## config.mk

```make
export PLATFORM = sky130hd
export DESIGN_NAME = brd_ctrl_regs
export DESIGN_NICKNAME = d
export VERILOG_FILES = /design/src/rtl/brd_ctrl_pkg.sv /design/src/rtl/brd_ctrl_decode.sv /design/src/rtl/brd_ctrl_sync.sv /design/src/rtl/brd_ctrl_kick.sv /design/src/rtl/brd_ctrl_regs.sv
export SDC_FILE = /design/constraint.sdc
export NUM_CORES = 1
export LEC_CHECK = 0
export ABC_AREA = 1
export BUFFER_PORTS_ARGS = -buffer_cell sky130_fd_sc_hd__clkbuf_2
export CORE_UTILIZATION = 35
export DETAILED_ROUTE_END_ITERATION = 10
export SLEW_MARGIN = 20
export SYNTH_ARGS = -nofsm -noshare
export SYNTH_HDL_FRONTEND = slang
export SYNTH_SLANG_ARGS = --single-unit
```

## constraint.sdc

```tcl
create_clock -name clk_i -period 1.5 [get_ports clk_i]
set_clock_uncertainty 0.05 [all_clocks]
set_input_delay 0.15 -clock clk_i [delete_from_list [all_inputs] [get_ports clk_i]]
set_output_delay 0.15 -clock clk_i [all_outputs]
set_load 0.005 [all_outputs]
```

## src/rtl/brd_ctrl_pkg.sv

```systemverilog
package brd_ctrl_pkg;
   localparam int unsigned DW = 32;
   localparam int unsigned OFFW = 16;
   typedef enum logic [2:0] {
      SEL_DATE  = 3'd0,
      SEL_CLK   = 3'd1,
      SEL_LED   = 3'd2,
      SEL_SW    = 3'd3,
      SEL_KICK  = 3'd4,
      SEL_NONE  = 3'd7
   } reg_sel_e;
endpackage

```

## src/rtl/brd_ctrl_decode.sv

```systemverilog
module brd_ctrl_decode
   import brd_ctrl_pkg::*;
#(
   parameter int unsigned AW = 32
) (
   input  logic [AW-1:0] addr_i,
   output reg_sel_e      sel_o
);
   initial begin
      if (AW < OFFW) $error("address narrower than window");
   end

   logic [OFFW-1:0] off;
   assign off = addr_i[OFFW-1:0];

   always_comb begin
      unique case (off[OFFW-1:2])
         14'd0:   sel_o = SEL_DATE;
         14'd1:   sel_o = SEL_CLK;
         14'd2:   sel_o = SEL_LED;
         14'd3:   sel_o = SEL_SW;
         14'd4:   sel_o = SEL_KICK;
         default: sel_o = SEL_NONE;
      endcase
   end
endmodule

```

## src/rtl/brd_ctrl_sync.sv

```systemverilog
module brd_ctrl_sync #(
   parameter int unsigned W = 32,
   parameter int unsigned STAGES = 2
) (
   input  logic         clk_i,
   input  logic         rst_ni,
   input  logic [W-1:0] d_i,
   output logic [W-1:0] q_o
);
   initial begin
      if (STAGES < 2) $error("synchronizer needs two or more stages");
   end

   logic [W-1:0] stg [STAGES];

   for (genvar g = 0; g < STAGES; g++) begin : g_stage
      always_ff @(posedge clk_i) begin
         if (!rst_ni) stg[g] <= '0;
         else if (g == 0) stg[g] <= d_i;
         else stg[g] <= stg[(g == 0) ? 0 : g-1];
      end
   end

   assign q_o = stg[STAGES-1];

   a_r4_sync_lag: assert property (@(posedge clk_i) disable iff (!rst_ni)
      $past(rst_ni, 2) && $past(rst_ni) |-> q_o == $past(d_i, 2));
endmodule

```

## src/rtl/brd_ctrl_kick.sv

```systemverilog
module brd_ctrl_kick #(
   parameter int unsigned DW = 32,
   parameter logic [DW-1:0] KEY = 32'h0000_DEAD
) (
   input  logic          clk_i,
   input  logic          rst_ni,
   input  logic          hit_i,
   input  logic [DW-1:0] data_i,
   output logic          pulse_o
);
   always_ff @(posedge clk_i) begin
      if (!rst_ni) pulse_o <= 1'b0;
      else pulse_o <= hit_i && (data_i == KEY);
   end

   a_r5_one_cycle: assert property (@(posedge clk_i) disable iff (!rst_ni)
      pulse_o |=> !pulse_o || $past(hit_i));
   a_r5_key_only: assert property (@(posedge clk_i) disable iff (!rst_ni)
      $rose(pulse_o) |-> $past(hit_i) && $past(data_i) == KEY);
endmodule

```

## src/rtl/brd_ctrl_regs.sv

```systemverilog
module brd_ctrl_regs
   import brd_ctrl_pkg::*;
#(
   parameter int unsigned AW = 32,
   parameter logic [DW-1:0] DATE_CODE = 32'h0927_2011,
   parameter logic [DW-1:0] CLK_HZ = 32'd10_000_000,
   parameter logic [DW-1:0] KICK_KEY = 32'h0000_DEAD,
   parameter int unsigned SYNC_STAGES = 2
) (
   input  logic          clk_i,
   input  logic          rst_ni,
   input  logic [AW-1:0] addr_i,
   input  logic          wr_en_i,
   input  logic [DW-1:0] wr_data_i,
   input  logic          rd_en_i,
   output logic [DW-1:0] rd_data_o,
   input  logic [DW-1:0] sw_i,
   output logic [DW-1:0] led_o,
   output logic          rst_req_o
);
   reg_sel_e      sel;
   logic [DW-1:0] sw_sync;
   logic [DW-1:0] led_q;
   logic [DW-1:0] rd_mux;

   brd_ctrl_decode #(.AW(AW)) u_dec (.addr_i(addr_i), .sel_o(sel));

   brd_ctrl_sync #(.W(DW), .STAGES(SYNC_STAGES)) u_sync (
      .clk_i(clk_i), .rst_ni(rst_ni), .d_i(sw_i), .q_o(sw_sync));

   brd_ctrl_kick #(.DW(DW), .KEY(KICK_KEY)) u_kick (
      .clk_i(clk_i), .rst_ni(rst_ni),
      .hit_i(wr_en_i && sel == SEL_KICK),
      .data_i(wr_data_i), .pulse_o(rst_req_o));

   always_ff @(posedge clk_i) begin
      if (!rst_ni) led_q <= '0;
      else if (wr_en_i && sel == SEL_LED) led_q <= wr_data_i;
   end
   assign led_o = led_q;

   always_comb begin
      case (sel)
         SEL_DATE: rd_mux = DATE_CODE;
         SEL_CLK:  rd_mux = CLK_HZ;
         SEL_LED:  rd_mux = led_q;
         SEL_SW:   rd_mux = sw_sync;
         default:  rd_mux = '0;
      endcase
   end

   always_ff @(posedge clk_i) begin
      if (!rst_ni) rd_data_o <= '0;
      else if (rd_en_i) rd_data_o <= rd_mux;
   end

   a_r3_led_follows: assert property (@(posedge clk_i) disable iff (!rst_ni)
      wr_en_i && addr_i[15:0] == 16'h0008 |=> led_o == $past(wr_data_i));
   a_r3_led_holds: assert property (@(posedge clk_i) disable iff (!rst_ni)
      !wr_en_i |=> $stable(led_o));
   a_r9_rd_hold: assert property (@(posedge clk_i) disable iff (!rst_ni)
      !rd_en_i |=> $stable(rd_data_o));
   a_r1_date_read: assert property (@(posedge clk_i) disable iff (!rst_ni)
      rd_en_i && addr_i[15:2] == 14'd0 |=> rd_data_o == DATE_CODE);
endmodule

```

Yosys cells after proc, flatten, opt, wreduce, memory -nomap -nowiden
Memories as Yosys holds them, arrays and structs flattened.
Cells that the tools add are included.
Widths: inputs -> output; s select.

operators by class
  equality and inequality tests = 9
  muxes and demuxes = 6
  bitwise operators = 2
  reductions and logical operators = 5

operators with widths
  cell                  number
  $pmux 32 s4           1
  $mux 32               2
  $eq 32x16->1 const B  1
  $eq 14x2->1 const B   2
  $pmux 3 s5            1
  $eq 14x1->1 const B   1
  $eq 14x3->1 const B   1
  $logic_not 14->1      1
  $eq 3x2->1 const B    2
  $eq 3x1->1 const B    1
  $eq 3x3->1 const B    1
  $logic_and 1x1->1     3
  $logic_not 3->1       1
  $mux 1                2
  $or 1x1->1            2

storage, ports and cells
  flip-flop bits (word level) = 65
  RAM bits = 64
  input bits = 100
  memories kept = 1

memories
  name        depth  bits a word  rd ports  clocked after memory_dff  wr ports  RTL line             source
  u_sync.stg  2      32           2         0                         2         brd_ctrl_sync.sv:14  logic [W-1:0] stg [STAGES];

Logic depth before layout (Yosys ltp)
  depth in word-level cells = 5
  depth in mapped cells = 9
  mapped depth without buffers = 8

Cells and area by module
A second synthesis with hierarchy kept.

second synthesis, totals
  cell total of the unflattened synthesis = 658
  area total of the unflattened synthesis = 4,865.9 um^2

modules (own cells, without submodules)
  module           times used  cells an instance  area each (um^2)  seq. area each (um^2)
  brd_ctrl_regs    1           395                2,751.4           1,281.2
  brd_ctrl_sync    1           199                1,840.5           1,281.2
  brd_ctrl_kick    1           36                 157.7             20.0
  brd_ctrl_decode  1           28                 116.4             0.0

Worst setup path before layout
Ideal clock, no wire load.

  path type = input to register
  from = input port addr_i[15]
  to = register rd_data_o[16]
  data arrival time = 1.091 ns
  path slack = 0.289 ns
  stages = 8
  path through = or2_4 > nor2_4 > buf_6 > buf_6 > nand3_1 > nand3_1 > nand2_1 > a21oi_1

between the ends
  longest elaborated chain between the ends = 4

RTL lines
  what                                       RTL line               source
  start: declaration                         brd_ctrl_regs.sv:12    input logic [AW-1:0] addr_i,
  $eq 14x3->1, or another cell as far along  brd_ctrl_decode.sv:17  unique case (off[OFFW-1:2])
  $pmux 3 s5 *                               brd_ctrl_decode.sv:17
  $eq 3x2->1, or another cell as far along   brd_ctrl_regs.sv:43    case (sel)
  $pmux 32 s4 *                              brd_ctrl_regs.sv:43
  end signal: assignment                     brd_ctrl_regs.sv:54    else if (rd_en_i) rd_data_o <= rd_mux;
  end: declaration                           brd_ctrl_regs.sv:16    output logic [DW-1:0] rd_data_o,

Every way passes the cells marked *; elsewhere a longest branch is shown, timed or not.
A chain may end at the register's enable or synchronous reset.

Worst setup path in the final report
  from = input port wr_data_i[25]
  to = register u_kick.pulse_o

between the ends
  longest elaborated chain between the ends = 2

RTL lines
  what                    RTL line             source
  start: declaration      brd_ctrl_regs.sv:14  input logic [DW-1:0] wr_data_i,
  $eq 32x16->1            brd_ctrl_kick.sv:13  else pulse_o <= hit_i && (data_i == KEY);
  $logic_and 1x1->1       brd_ctrl_kick.sv:13
  end signal: assignment  brd_ctrl_kick.sv:13
  end: declaration        brd_ctrl_kick.sv:9   output logic pulse_o

Every way passes these cells.

==> flow_summary.json <==
{
  "routedWlPerCell_um": 13.14,
  "synth_compound_area_share_pct": 6.668,
  "peakVddDrop_v": 0.0007095,
  "rsz0062_at_grt": "no",
  "worst_hold_path_type": "in2reg",
  "synthCells": 635,
  "clk_pin_slew_ns": 0.06,
  "setup_viol": 0,
  "grt_util_met1_pct": 25.77,
  "grt_max_degree": 48,
  "layout-drive-gt1-share_pct": 24.04,
  "end_kind": "flop",
  "status": "finished, final reports clean",
  "crit_chain": "dlygate4sd3_1, clkbuf_2, nor4_1, nand4_1, nor2_1",
  "yosysTopAreaCell": "dfxtp_1",
  "mostFrequentLayoutCell": "nand2_1",
  "min_to": "u_kick.pulse_o$_SDFF_PN0_",
  "worst_slew_pin_slew_ns": 0.4913,
  "io_buffer_count": 146,
  "yosys-top-cells-area": "dfxtp_1 54%, nand2_1 17%, nand3_1 8.8%",
  "fmax_mhz": 743.8,
  "dpl_cell_area_um2": 5788,
  "r2r-end": "rd_data_o[10]$_SDFFE_PN0P_",
  "synth_xor_area_share_pct": 0,
  "worstPathArrival_ns": 1.64,
  "r2r-start": "led_o[10]$_SDFFE_PN0P_",
  "worstHoldStart": "wr_en_i",
  "final_area_um2": 6977,
  "syn-cell-area_um2": 4803,
  "clockBufferDepth": 2,
  "cp-start-kind": "primary input",
  "grt.total_usage_pct": 19.71,
  "cts_buffers": 17,
  "met2_usage_pct": 31.00,
  "clock_latency_ns": 0.41,
  "period_minus_slack_ns": 1.345,
  "num_vias": 4724,
  "ys_warn_count": 0,
  "r2r_cells": 4,
  "grt-ovfl-total": 0,
  "grt_pass1_wl_um": 21700,
  "ys_seq_area_share_pct": 53.76,
  "htreeDepth": 4,
  "yosysUniqueCellTypes": 19,
  "area_growth_pct": 45.25,
  "antenna_found_initial": 0,
  "synth.top_cell.area_share_pct": 53.76,
  "hold_path_depth": 5,
  "std_cell_rows": 42,
  "reg2reg_slack_ns": 0.60,
  "gp_congestion": 0.8515,
  "cts_tree": "yes",
  "critPathMaxFanout": 2,
  "ctsResizeCount": 0,
  "start_util_pct": 36.13,
  "cts-root-buf": "clkbuf_16",
  "mostFrequentLayoutCells": "213 x nand2_1, 146 x clkbuf_2, 129 x dfxtp_1",
  "insertedDiodeCount": 0,
  "hold_viol_final": 0,
  "synth_fp_nets": 735,
  "cp.required_ns": 1.79,
  "synthMuxAreaShare_pct": 0,
  "synth_fa_ha_area_share_pct": 0,
  "dp_hpwl_um": 9214,
  "use_met3_pct": 4.598,
  "viasPerCell": 4.573,
  "grt-busiest-layer": "met2",
  "layout_worst_path_cycle_share_pct": 89.63,
  "slew_violations": 0,
  "relSlewSlack_pct": 66.95,
  "tns_ns": 0,
  "utilization_pct": 52.48,
  "die_width_um": 119.2,
  "leakage_nw": 3.449,
  "synth_top_family_by_area": "simple AND/OR/NAND/NOR gates",
  "wirelength_um": 13570,
  "fill_cells": 1271,
  "drt_iter0_markers": 393,
  "syn_avg_cell_area_um2": 7.564,
  "worst_hold_slack_ns": 0.06058,
  "yosys.area_share.simple_pct": 29.28,
  "drc": 0,
  "fp.coreArea_um2": 13300,
  "grt_pass1_vias": 4440,
  "ioPinCount": 165,
  "ys_ff_latch": 129,
  "path_class": "in2reg",
  "finalNetCount": 945,
  "drt_pass1_iterations": 5,
  "crit_slowest_cell": "dlygate4sd3_1",
  "antenna_left": 0,
  "cts.sinks": 129,
  "power_density_nw_per_um2": 1111,
  "drv_cap": 0,
  "crit_path_max_incr_delay_ns": 0.54,
  "die-area_um2": 14200,
  "die_height_um": 119.2
}
## area by class of cell
class	instances	area, µm²	share of cell area [%]
inverter	74	277.8	3.981
clock buffer	21	460.4	6.600
clock inverter	10	87.58	1.255
sequential	129	2582	37.02
multi-input combinational	393	1727	24.75
timing repair buffer	230	1622	23.24
tap	176	220.2	3.156
## repair_timing
action / in CTS / in global routing
hold buffers: 64 / 0
buffers inserted: 0 / 0
endpoints found under the hold margin: 64 / 0
## power by group
| group | total [W] | internal [W] | switching (W) | leakage (nW) |
|---|---|---|---|---|
| sequential | 0.00353 | 0.00351 | 0.0000201 | 1.05 |
| combinational | 0.000463 | 0.000242 | 0.000221 | 2.14 |
| clock | 0.00376 | 0.00234 | 0.00142 | 0.257 |
| total | 0.00775 | 0.00609 | 0.00166 | 3.45 |
## sequential cells by signal, summed over array words and instances (netlist names)
name / cells
rd_data_o: 32
u_sync.stg: 64
u_kick.pulse_o: 1
led_o: 32
## worst max path at each step
stage | slack [ns] | start | endpoint
after floorplan | 0.29 | addr_i[15] | rd_data_o[16]$_SDFFE_PN0P_
after global placement | 0.04 | addr_i[15] | rd_data_o[21]$_SDFFE_PN0P_
after detailed placement | -0.0005 | addr_i[15] | led_o[20]$_SDFFE_PN0P_
after CTS | 0.17 | wr_data_i[25] | u_kick.pulse_o$_SDFF_PN0_
after global routing | 0.02 | wr_data_i[1] | u_kick.pulse_o$_SDFF_PN0_
final | 0.16 | wr_data_i[25] | u_kick.pulse_o$_SDFF_PN0_
## synth_stat cells, drive strengths merged
library cell and n:
dfxtp 129, nand4 5, nor2 15, a21oi 64, nor4 3, nor3 3, nand2 216, clkbuf 23
buf 16, inv 74, or2 1, nand3 85, nand3b 1
## metrics by stage
step           total power, W  std cells  worst slack, ns
5_1_grt              0.008020       1033          0.01559
3_5_place_dp         0.003931        938       -0.0004737
3_3_place_gp         0.003925        938          0.03624
2_1_floorplan        0.003747        635           0.2890
4_1_cts              0.007824       1033           0.1662
6_report             0.007752       1033           0.1555
## routing by layer
metal,vias to the layer above,wire length [µm]
li1,2408,-
met1,2097,6396
met2,186,6100
met3,33,742
met4,0,330
met5,-,0
## worst max-delay path: cells and delay by family
family,cells,cell delay (ns)
AND/OR/NAND/NOR,3,0.83
buffers and inverters,2,0.66
## cell families after synthesis
group | count (synthesis)
and+or+nand+nor | 329
buffers and inverters | 113
DFF | 129
AOI/OAI and AO/OA | 64
Power figures use the tool's default switching activity.
